==> src/rtl/cache_pkg.sv <==
package cache_pkg;

    typedef enum logic {
        REPL_LRU  = 1'b0,
        REPL_PLRU = 1'b1
    } repl_kind_e;

    typedef enum logic [1:0] {
        ST_IDLE,
        ST_LOOKUP,
        ST_EVICT,
        ST_FETCH
    } ctl_state_e;

    typedef struct packed {
        logic valid;
        logic dirty;
    } line_flags_t;

    function automatic int unsigned sel_width(input int unsigned n);
        return (n <= 1) ? 1 : $clog2(n);
    endfunction

    function automatic bit is_pow2(input int unsigned n);
        return (n != 0) && ((n & (n - 1)) == 0);
    endfunction

endpackage

==> src/rtl/cache_lookup.sv <==
module cache_lookup #(
    parameter int unsigned ASSOC = 4,
    parameter int unsigned TAG_W = 10,
    localparam int unsigned WAY_W = cache_pkg::sel_width(ASSOC)
) (
    input  logic [ASSOC-1:0]            way_valid,
    input  logic [ASSOC-1:0][TAG_W-1:0] way_tag,
    input  logic [TAG_W-1:0]            probe_tag,
    output logic                        hit,
    output logic [WAY_W-1:0]            hit_way,
    output logic                        any_free,
    output logic [WAY_W-1:0]            free_way
);
    always_comb begin
        hit      = 1'b0;
        hit_way  = '0;
        any_free = 1'b0;
        free_way = '0;
        for (int w = 0; w < int'(ASSOC); w++) begin
            if (way_valid[w] && (way_tag[w] == probe_tag)) begin
                hit     = 1'b1;
                hit_way = WAY_W'(w);
            end
        end
        for (int w = int'(ASSOC) - 1; w >= 0; w--) begin
            if (!way_valid[w]) begin
                any_free = 1'b1;
                free_way = WAY_W'(w);
            end
        end
    end
endmodule

==> src/rtl/cache_repl.sv <==
module cache_repl #(
    parameter int unsigned          SETS   = 4,
    parameter int unsigned          ASSOC  = 4,
    parameter cache_pkg::repl_kind_e POLICY = cache_pkg::REPL_LRU,
    localparam int unsigned WAY_W = cache_pkg::sel_width(ASSOC),
    localparam int unsigned SET_W = cache_pkg::sel_width(SETS)
) (
    input  logic             clk,
    input  logic             rst,
    input  logic             touch_en,
    input  logic [SET_W-1:0] touch_set,
    input  logic [WAY_W-1:0] touch_way,
    input  logic [SET_W-1:0] query_set,
    output logic [WAY_W-1:0] victim_way
);
    if (ASSOC == 1) begin : g_direct
        logic unused_in;
        assign unused_in  = ^{clk, rst, touch_en, touch_set, touch_way, query_set};
        assign victim_way = '0;
    end else if (POLICY == cache_pkg::REPL_LRU) begin : g_lru
        // age 0 = most recent, ASSOC-1 = least recent; ages stay a permutation
        logic [WAY_W-1:0] age_q [SETS][ASSOC];

        always_ff @(posedge clk) begin
            if (rst) begin
                for (int s = 0; s < int'(SETS); s++)
                    for (int w = 0; w < int'(ASSOC); w++)
                        age_q[s][w] <= WAY_W'(w);
            end else if (touch_en) begin
                for (int w = 0; w < int'(ASSOC); w++) begin
                    if (WAY_W'(w) == touch_way)
                        age_q[touch_set][w] <= '0;
                    else if (age_q[touch_set][w] < age_q[touch_set][touch_way])
                        age_q[touch_set][w] <= age_q[touch_set][w] + 1'b1;
                end
            end
        end

        always_comb begin
            victim_way = '0;
            for (int w = 0; w < int'(ASSOC); w++)
                if (age_q[query_set][w] == WAY_W'(ASSOC - 1))
                    victim_way = WAY_W'(w);
        end
    end else begin : g_plru
        localparam int unsigned NODES  = ASSOC - 1;
        localparam int unsigned LEVELS = $clog2(ASSOC);

        logic [NODES-1:0] tree_q [SETS];
        logic [NODES-1:0] tree_next;

        // node n has children 2n+1 (left) and 2n+2 (right); 1 = victim on right
        always_comb begin
            int node;
            tree_next = tree_q[touch_set];
            node = 0;
            for (int lvl = 0; lvl < int'(LEVELS); lvl++) begin
                tree_next[node] = ~touch_way[LEVELS-1-lvl];
                node = 2 * node + 1 + int'(touch_way[LEVELS-1-lvl]);
            end
        end

        always_ff @(posedge clk) begin
            if (rst) begin
                for (int s = 0; s < int'(SETS); s++)
                    tree_q[s] <= '0;
            end else if (touch_en) begin
                tree_q[touch_set] <= tree_next;
            end
        end

        always_comb begin
            int node;
            victim_way = '0;
            node = 0;
            for (int lvl = 0; lvl < int'(LEVELS); lvl++) begin
                victim_way[LEVELS-1-lvl] = tree_q[query_set][node];
                node = 2 * node + 1 + int'(tree_q[query_set][node]);
            end
        end
    end
endmodule

==> src/rtl/cache_wbwa.sv <==
module cache_wbwa #(
    parameter int unsigned           ADDR_W      = 16,
    parameter int unsigned           WORD_W      = 32,
    parameter int unsigned           SIZE_BYTES  = 256,
    parameter int unsigned           ASSOC       = 4,
    parameter int unsigned           BLOCK_BYTES = 16,
    parameter cache_pkg::repl_kind_e POLICY      = cache_pkg::REPL_LRU,
    localparam int unsigned LINE_W = BLOCK_BYTES * 8
) (
    input  logic              clk,
    input  logic              rst,
    input  logic              req_valid,
    output logic              req_ready,
    input  logic              req_write,
    input  logic [ADDR_W-1:0] req_addr,
    input  logic [WORD_W-1:0] req_wdata,
    output logic              rsp_valid,
    output logic [WORD_W-1:0] rsp_rdata,
    output logic              dn_valid,
    output logic              dn_write,
    output logic [ADDR_W-1:0] dn_addr,
    output logic [LINE_W-1:0] dn_wdata,
    input  logic              dn_ready,
    input  logic [LINE_W-1:0] dn_rdata
);
    import cache_pkg::*;

    localparam int unsigned SETS   = SIZE_BYTES / (ASSOC * BLOCK_BYTES);
    localparam int unsigned OFF_W  = $clog2(BLOCK_BYTES);
    localparam int unsigned IDX_W  = sel_width(SETS);
    localparam int unsigned TAG_W  = ADDR_W - OFF_W - IDX_W;
    localparam int unsigned WAY_W  = sel_width(ASSOC);
    localparam int unsigned WORDS  = LINE_W / WORD_W;
    localparam int unsigned WSEL_W = sel_width(WORDS);
    localparam int unsigned BOFF_W = $clog2(WORD_W / 8);

    if (!is_pow2(BLOCK_BYTES) || !is_pow2(SETS) || SETS < 2 || WORDS < 2 ||
        SETS * ASSOC * BLOCK_BYTES != SIZE_BYTES ||
        (POLICY == REPL_PLRU && !is_pow2(ASSOC))) begin : g_bad_cfg
        $error("cache_wbwa: illegal geometry or policy combination");
    end

    // ---------------- storage ----------------
    line_flags_t       flags_q [SETS][ASSOC];
    logic [TAG_W-1:0]  tag_q   [SETS][ASSOC];
    logic [LINE_W-1:0] data_q  [SETS][ASSOC];

    // ---------------- request registers ----------------
    ctl_state_e        state_q;
    logic [TAG_W-1:0]  rq_tag;
    logic [IDX_W-1:0]  rq_idx;
    logic [WSEL_W-1:0] rq_wsel;
    logic              rq_write;
    logic [WORD_W-1:0] rq_wdata;
    logic [WAY_W-1:0]  alloc_way_q;
    logic              rsp_valid_q;
    logic [WORD_W-1:0] rsp_rdata_q;

    logic unused_addr_bits;
    assign unused_addr_bits = ^req_addr[BOFF_W-1:0];

    // ---------------- lookup ----------------
    logic [ASSOC-1:0]            set_vld;
    logic [ASSOC-1:0][TAG_W-1:0] set_tags;
    logic                        lk_hit;
    logic [WAY_W-1:0]            lk_way;
    logic                        lk_free;
    logic [WAY_W-1:0]            lk_free_way;
    logic [WAY_W-1:0]            victim_way;
    logic [WAY_W-1:0]            pick_way;
    logic                        lk_fire;
    logic [WORD_W-1:0]           hit_word;

    always_comb begin
        for (int w = 0; w < int'(ASSOC); w++) begin
            set_vld[w]  = flags_q[rq_idx][w].valid;
            set_tags[w] = tag_q[rq_idx][w];
        end
    end

    cache_lookup #(.ASSOC(ASSOC), .TAG_W(TAG_W)) u_lookup (
        .way_valid (set_vld),
        .way_tag   (set_tags),
        .probe_tag (rq_tag),
        .hit       (lk_hit),
        .hit_way   (lk_way),
        .any_free  (lk_free),
        .free_way  (lk_free_way)
    );

    assign lk_fire  = (state_q == ST_LOOKUP);
    assign pick_way = lk_free ? lk_free_way : victim_way;
    assign hit_word = data_q[rq_idx][lk_way][int'(rq_wsel)*WORD_W +: WORD_W];

    cache_repl #(.SETS(SETS), .ASSOC(ASSOC), .POLICY(POLICY)) u_repl (
        .clk        (clk),
        .rst        (rst),
        .touch_en   (lk_fire && lk_hit),
        .touch_set  (rq_idx),
        .touch_way  (lk_way),
        .query_set  (rq_idx),
        .victim_way (victim_way)
    );

    // ---------------- control and flags ----------------
    always_ff @(posedge clk) begin
        if (rst) begin
            state_q     <= ST_IDLE;
            rq_tag      <= '0;
            rq_idx      <= '0;
            rq_wsel     <= '0;
            rq_write    <= 1'b0;
            rq_wdata    <= '0;
            alloc_way_q <= '0;
            rsp_valid_q <= 1'b0;
            rsp_rdata_q <= '0;
            for (int s = 0; s < int'(SETS); s++)
                for (int w = 0; w < int'(ASSOC); w++)
                    flags_q[s][w] <= '{valid: 1'b0, dirty: 1'b0};
        end else begin
            rsp_valid_q <= 1'b0;
            unique case (state_q)
                ST_IDLE: begin
                    if (req_valid) begin
                        rq_tag   <= req_addr[ADDR_W-1 -: TAG_W];
                        rq_idx   <= req_addr[OFF_W +: IDX_W];
                        rq_wsel  <= req_addr[BOFF_W +: WSEL_W];
                        rq_write <= req_write;
                        rq_wdata <= req_wdata;
                        state_q  <= ST_LOOKUP;
                    end
                end
                ST_LOOKUP: begin
                    if (lk_hit) begin
                        if (rq_write)
                            flags_q[rq_idx][lk_way].dirty <= 1'b1;
                        rsp_valid_q <= 1'b1;
                        rsp_rdata_q <= rq_write ? rq_wdata : hit_word;
                        state_q     <= ST_IDLE;
                    end else begin
                        alloc_way_q <= pick_way;
                        state_q <= (!lk_free && flags_q[rq_idx][victim_way].dirty)
                                   ? ST_EVICT : ST_FETCH;
                    end
                end
                ST_EVICT: begin
                    if (dn_ready)
                        state_q <= ST_FETCH;
                end
                ST_FETCH: begin
                    if (dn_ready) begin
                        flags_q[rq_idx][alloc_way_q] <= '{valid: 1'b1, dirty: 1'b0};
                        state_q <= ST_LOOKUP;
                    end
                end
                default: state_q <= ST_IDLE;
            endcase
        end
    end

    // ---------------- tag and data arrays ----------------
    always_ff @(posedge clk) begin
        if (lk_fire && lk_hit && rq_write)
            data_q[rq_idx][lk_way][int'(rq_wsel)*WORD_W +: WORD_W] <= rq_wdata;
        if (state_q == ST_FETCH && dn_ready) begin
            data_q[rq_idx][alloc_way_q] <= dn_rdata;
            tag_q[rq_idx][alloc_way_q]  <= rq_tag;
        end
    end

    // ---------------- ports ----------------
    assign req_ready = (state_q == ST_IDLE);
    assign rsp_valid = rsp_valid_q;
    assign rsp_rdata = rsp_rdata_q;
    assign dn_valid  = (state_q == ST_EVICT) || (state_q == ST_FETCH);
    assign dn_write  = (state_q == ST_EVICT);
    assign dn_addr   = (state_q == ST_EVICT)
                     ? {tag_q[rq_idx][alloc_way_q], rq_idx, {OFF_W{1'b0}}}
                     : {rq_tag, rq_idx, {OFF_W{1'b0}}};
    assign dn_wdata  = data_q[rq_idx][alloc_way_q];

endmodule

==> config.mk <==
export PLATFORM = sky130hd
export DESIGN_NAME = cache_wbwa
export DESIGN_NICKNAME = d
export VERILOG_FILES = /design/src/rtl/cache_pkg.sv /design/src/rtl/cache_lookup.sv /design/src/rtl/cache_repl.sv /design/src/rtl/cache_wbwa.sv
export SDC_FILE = /design/constraint.sdc
export NUM_CORES = 2
export LEC_CHECK = 0
export BUFFER_PORTS_ARGS = -buffer_cell sky130_fd_sc_hd__buf_2
export CORE_MARGIN = 2
export CORE_UTILIZATION = 45
export DETAILED_ROUTE_END_ITERATION = 8
export GPL_ROUTABILITY_DRIVEN = 0
export HOLD_SLACK_MARGIN = 0.15
export MAX_ROUTING_LAYER = met4
export PLACE_DENSITY_LB_ADDON = 0.1
export SYNTH_ARGS = -nofsm -noshare
export SYNTH_HDL_FRONTEND = slang
export SYNTH_SLANG_ARGS = --single-unit
==> constraint.sdc <==
create_clock -name clk -period 6.3 [get_ports clk]
set_clock_uncertainty 0.05 [all_clocks]
set_input_delay 0.63 -clock clk [delete_from_list [all_inputs] [get_ports clk]]
set_output_delay 0.63 -clock clk [all_outputs]
set_load 0.05 [all_outputs]
==> impl_results.html <==
<table>
<tr><th>Metric</th><th>Value</th></tr>
<tr><th colspan="2">Run status</th></tr>
<tr><td>Outcome</td><td>finished clean</td></tr>
<tr><th colspan="2">Placement</th></tr>
<tr><td>Number of port buffers</td><td>354</td></tr>
<tr><td>Final HPWL DP</td><td>219,000 µm</td></tr>
<tr><th colspan="2">Floorplanning</th></tr>
<tr><td>Placeable core area</td><td>222,000 µm²</td></tr>
<tr><td>Number of placed I/O pins</td><td>361</td></tr>
<tr><td>Die width</td><td>477 µm</td></tr>
<tr><td>Die Span Y</td><td>477 µm</td></tr>
<tr><td>Site row count</td><td>173</td></tr>
<tr><td>Die Area</td><td>227,000 µm²</td></tr>
<tr><td>Starting utilization of the core area</td><td>0.453</td></tr>
<tr><th colspan="2">STA</th></tr>
<tr><td>Final Critical Period</td><td>5.95 ns</td></tr>
<tr><td>Peak Freq</td><td>168 MHz</td></tr>
<tr><td>Actual slew at the worst max-slew pin</td><td>1.33 ns</td></tr>
<tr><td>Setup repair after global routing missed its margin</td><td>false</td></tr>
<tr><td>Period Utilization, post-route</td><td>0.945</td></tr>
<tr><td>Final hold viol count</td><td>0</td></tr>
<tr><td>Setup_tns</td><td>0 ns</td></tr>
<tr><td>Max-slew violation total from the final report</td><td>0</td></tr>
<tr><td>Total of endpoints with negative setup slack in the final report</td><td>0</td></tr>
<tr><td>Normalized max-slew margin</td><td>0.109</td></tr>
<tr><th colspan="2">Logic synthesis</th></tr>
<tr><td>EDFF count, synth</td><td>2,256</td></tr>
<tr><td>Cell Area, Synth</td><td>101,000 µm²</td></tr>
<tr><td>Proportion of register bits with asynchronous set or reset after synthesis</td><td>0</td></tr>
<tr><td>Simple-Gate Fraction of Synth Area</td><td>0.0575</td></tr>
<tr><td>Sequential fraction of the synthesis area</td><td>0.694</td></tr>
<tr><td>Multiplexer share of the synthesized area</td><td>0.160</td></tr>
<tr><td>Main combinational cell family by area after synthesis</td><td>multiplexers</td></tr>
<tr><td>Adder-cell share of the synthesized area</td><td>0.00182</td></tr>
<tr><td>Top_reg_cell synth</td><td>edfxtp_1</td></tr>
<tr><td>Syn Inst Count</td><td>6,067</td></tr>
<tr><td>Synthesized-area fraction occupied by xor and xnor cells</td><td>0.00346</td></tr>
<tr><td>Fraction of the mapped netlist area in compound gates</td><td>0.0643</td></tr>
<tr><td>Number of warning messages in the yosys log</td><td>0</td></tr>
<tr><td>Post-synthesis sequential element count</td><td>2,358</td></tr>
<tr><td>Post-synthesis cell type count</td><td>77</td></tr>
<tr><td>Post-synthesis area per instance</td><td>16.6 µm²</td></tr>
<tr><th colspan="2">Critical path</th></tr>
<tr><td>Critical-path maximum fanout</td><td>96</td></tr>
<tr><td>Crit Path Category</td><td>reg2out</td></tr>
<tr><td>Biggest cell delay along the critical path</td><td>0.91 ns</td></tr>
<tr><td>Crit path cell chain</td><td>buf_4 -&gt; buf_12 -&gt; buf_16 -&gt; mux4_2 -&gt; mux4_2 -&gt; buf_2</td></tr>
<tr><td>Crit-path slowest cell</td><td>dfxtp_4</td></tr>
<tr><td>Critical path required time</td><td>5.62 ns</td></tr>
<tr><td>Crit start category</td><td>flop</td></tr>
<tr><td>Sort of element at the end of the critical path</td><td>primary output</td></tr>
<tr><td>Worst endpoint data arrival time</td><td>5.27 ns</td></tr>
<tr><td>CP most frequent cell</td><td>mux4_2</td></tr>
<tr><td>Cells on worst reg2reg path</td><td>12</td></tr>
<tr><th colspan="2">Power and ir drop</th></tr>
<tr><td>Sum of internal, switching and leakage power</td><td>36.1 mW</td></tr>
<tr><td>Max rail drop VDD</td><td>0.000283 V</td></tr>
<tr><td>Share of power burned in registers</td><td>0.480</td></tr>
<tr><td>Pwr Density</td><td>307 nW/µm²</td></tr>
<tr><td>Switch Pwr</td><td>8.82 mW</td></tr>
<tr><td>Internal Pwr Total</td><td>27.3 mW</td></tr>
<tr><td>Combinational group share of total power</td><td>0.097</td></tr>
<tr><td>Switching power share of the total</td><td>0.244</td></tr>
<tr><td>Leak pwr</td><td>40.4 nW</td></tr>
<tr><td>Power share of the clock group</td><td>0.423</td></tr>
<tr><th colspan="2">Detailed routing</th></tr>
<tr><td>Drt via density</td><td>6.31</td></tr>
<tr><td>Pre-antenna DRT Iters</td><td>7</td></tr>
<tr><td>Via count</td><td>62,600</td></tr>
<tr><td>WL final</td><td>359,000 µm</td></tr>
<tr><td>Detailed-route wire length per cell</td><td>36.1 µm</td></tr>
<tr><td>Post-DRT Antenna Nets</td><td>0</td></tr>
<tr><td>1st-iter DRT viols</td><td>8,754</td></tr>
<tr><td>DRC violation count after routing</td><td>0</td></tr>
<tr><th colspan="2">CTS</th></tr>
<tr><td>H-tree Lvls</td><td>5</td></tr>
<tr><td>TritonCTS sink count</td><td>2,358</td></tr>
<tr><td>Max clock buf depth</td><td>4</td></tr>
<tr><td>Clock buffer count from CTS</td><td>275</td></tr>
<tr><td>CTS Root Cell</td><td>clkbuf_16</td></tr>
<tr><td>Clock input transition at the sequential cells of the worst setup and hold paths</td><td>0.06 ns</td></tr>
<tr><td>Number of setup buffers added after CTS</td><td>0</td></tr>
<tr><td>Clock latency on the worst-skew pair</td><td>0.93 ns</td></tr>
<tr><td>TritonCTS clock tree</td><td>done</td></tr>
<tr><th colspan="2">Global route</th></tr>
<tr><td>Global router's overall resource usage</td><td>0.322</td></tr>
<tr><td>Global-route wire length before repair</td><td>488,000 µm</td></tr>
<tr><td>Pin count of the biggest net entering global routing</td><td>143</td></tr>
<tr><td>Number of global-route vias before repair</td><td>59,100</td></tr>
<tr><td>Antenna violations before repair</td><td>53</td></tr>
<tr><td>Final global-route overflow total</td><td>0</td></tr>
<tr><th colspan="2">Job</th></tr>
<tr><td>Max-cap check violation count</td><td>0</td></tr>
<tr><th colspan="2">Hold path</th></tr>
<tr><td>Number of stages on the worst hold path</td><td>3</td></tr>
<tr><td>Worst min path class</td><td>in2reg</td></tr>
<tr><td>Startpoint of the worst hold path</td><td>dn_rdata[103]</td></tr>
<tr><th colspan="2">Layout</th></tr>
<tr><td>Proportion of layout cells with a drive suffix above 1</td><td>0.265</td></tr>
<tr><td>Net count of the finished layout</td><td>6,899</td></tr>
<tr><td>Area Growth Syn to Fin</td><td>17.0%</td></tr>
<tr><td>Number of filler instances in the final layout</td><td>18,000</td></tr>
</table>
path summary, 6_finish.rpt:
check,end,slack (ns)
max,dn_wdata[89],0.35
min,data_q[0][359]$_DFFE_PP_,0.24
max reg2reg,rsp_rdata[18]$_SDFFE_PP0N_,0.39
min reg2reg,rsp_rdata[24]$_SDFFE_PP0N_,0.40
metal layers:
metal / up-vias / GRT usage / routed length (µm)
met5: - / - / 0
met4: 0 / 0.162 / 20700
met3: 687 / 0.0804 / 38400
met2: 3542 / 0.454 / 158000
met1: 32900 / 0.434 / 142000
li1: 25400 / - / -
synth_stat cells (60+ instances only):
cell type	number	area, µm²
dfxtp_1	102	2040
a21o_1	84	631
nand3_1	76	380
mux4_2	697	15700
nor2_1	171	642
edfxtp_1	2256	67700
clkbuf_1	274	1030
a21oi_1	199	996
a211oi_1	60	450
nand2_1	1048	3930
o21ai_0	528	2640
buf_2	81	405
registers in the layout, summed over array words and instances (netlist names), named ones only:
name,flops
tag_q,160
u_repl.g_lru.age_q,32
flags_q,32
rsp_valid,1
rq_wdata,32
rq_write,1
alloc_way_q,2
state_q,2
data_q,2048
rq_idx,2
rq_wsel,2
rsp_rdata,32
rq_tag,10
worst max-delay path: cells and delay by family (launching register included):
| kind | cells | cell delay (ns) |
|---|---|---|
| DFF | 1 | 0.91 |
| muxes | 2 | 1.27 |
| buffers and inverters | 4 | 1.80 |
cells by family (layout without fill, tap and decap cells):
| kind of cell | Yosys count | in the layout |
|---|---|---|
| mux | 731 | 731 |
| buf+inv | 448 | 1274 |
| other cells | 1 | 58 |
| fa+ha+maj | 15 | 15 |
| flops | 2358 | 2358 |
| compound gates | 1070 | 1070 |
| simple gates | 1406 | 1406 |
| xor+xnor | 38 | 38 |
layout make-up:
type | count | area, µm² | area share
clock inverters | 113 | 996 | 0.00846
well taps | 2975 | 3720 | 0.0316
flip-flops and latches | 2358 | 69800 | 0.593
inverters | 21 | 81.3 | 0.000691
multi-input cells | 3264 | 29500 | 0.250
clock buffers | 354 | 7460 | 0.0634
repair buffers | 786 | 6010 | 0.0510
diodes | 54 | 135 | 0.00115
through the flow:
step                utilization  hold WS, ns  cells  instance area, µm²  worst slack [ns]
floorplan                     -        0.385   6070              101000              1.48
global placement          0.482        0.383   9212              107000             0.816
detailed placement        0.482        0.389   9212              107000             0.850
CTS                       0.529        0.184   9871              118000             0.171
global route              0.529        0.212   9907              118000            0.0187
finish                    0.529        0.236   9925              118000             0.349
power by group through the flow:
stage          Sequential, mW  Combinational [mW]  Clock, mW
4_1_cts                  17.3                3.43       15.4
6_report                 17.3                3.50       15.3
2_1_floorplan            17.5                1.96          0
5_1_grt                  17.3                3.60       16.0
3_3_place_gp             17.6                3.29          0
3_5_place_dp             17.6                3.31          0
cells in the final DEF, fill, tap and decap left out, types with 76 or more instances in the layout:
| cell | netlist | final |
|---|---|---|
| a21o_1 | 84 | 84 |
| a21oi_1 | 199 | 199 |
| buf_2 | 81 | 353 |
| buf_4 | 38 | 201 |
| clkbuf_16 | 0 | 285 |
| dfxtp_1 | 102 | 87 |
| dlygate4sd3_1 | 0 | 192 |
| edfxtp_1 | 2256 | 2256 |
| mux4_2 | 697 | 697 |
| nand2_1 | 1048 | 1045 |
| nand3_1 | 76 | 76 |
| nor2_1 | 171 | 102 |
| o21ai_0 | 528 | 527 |
timing repair:
action	CTS	global route
gates resized for setup	0	1
endpoints found under the hold margin	2012	0
endpoints found under the setup margin	0	12
hold buffers	192	0
(Power assumes the default switching activity.)
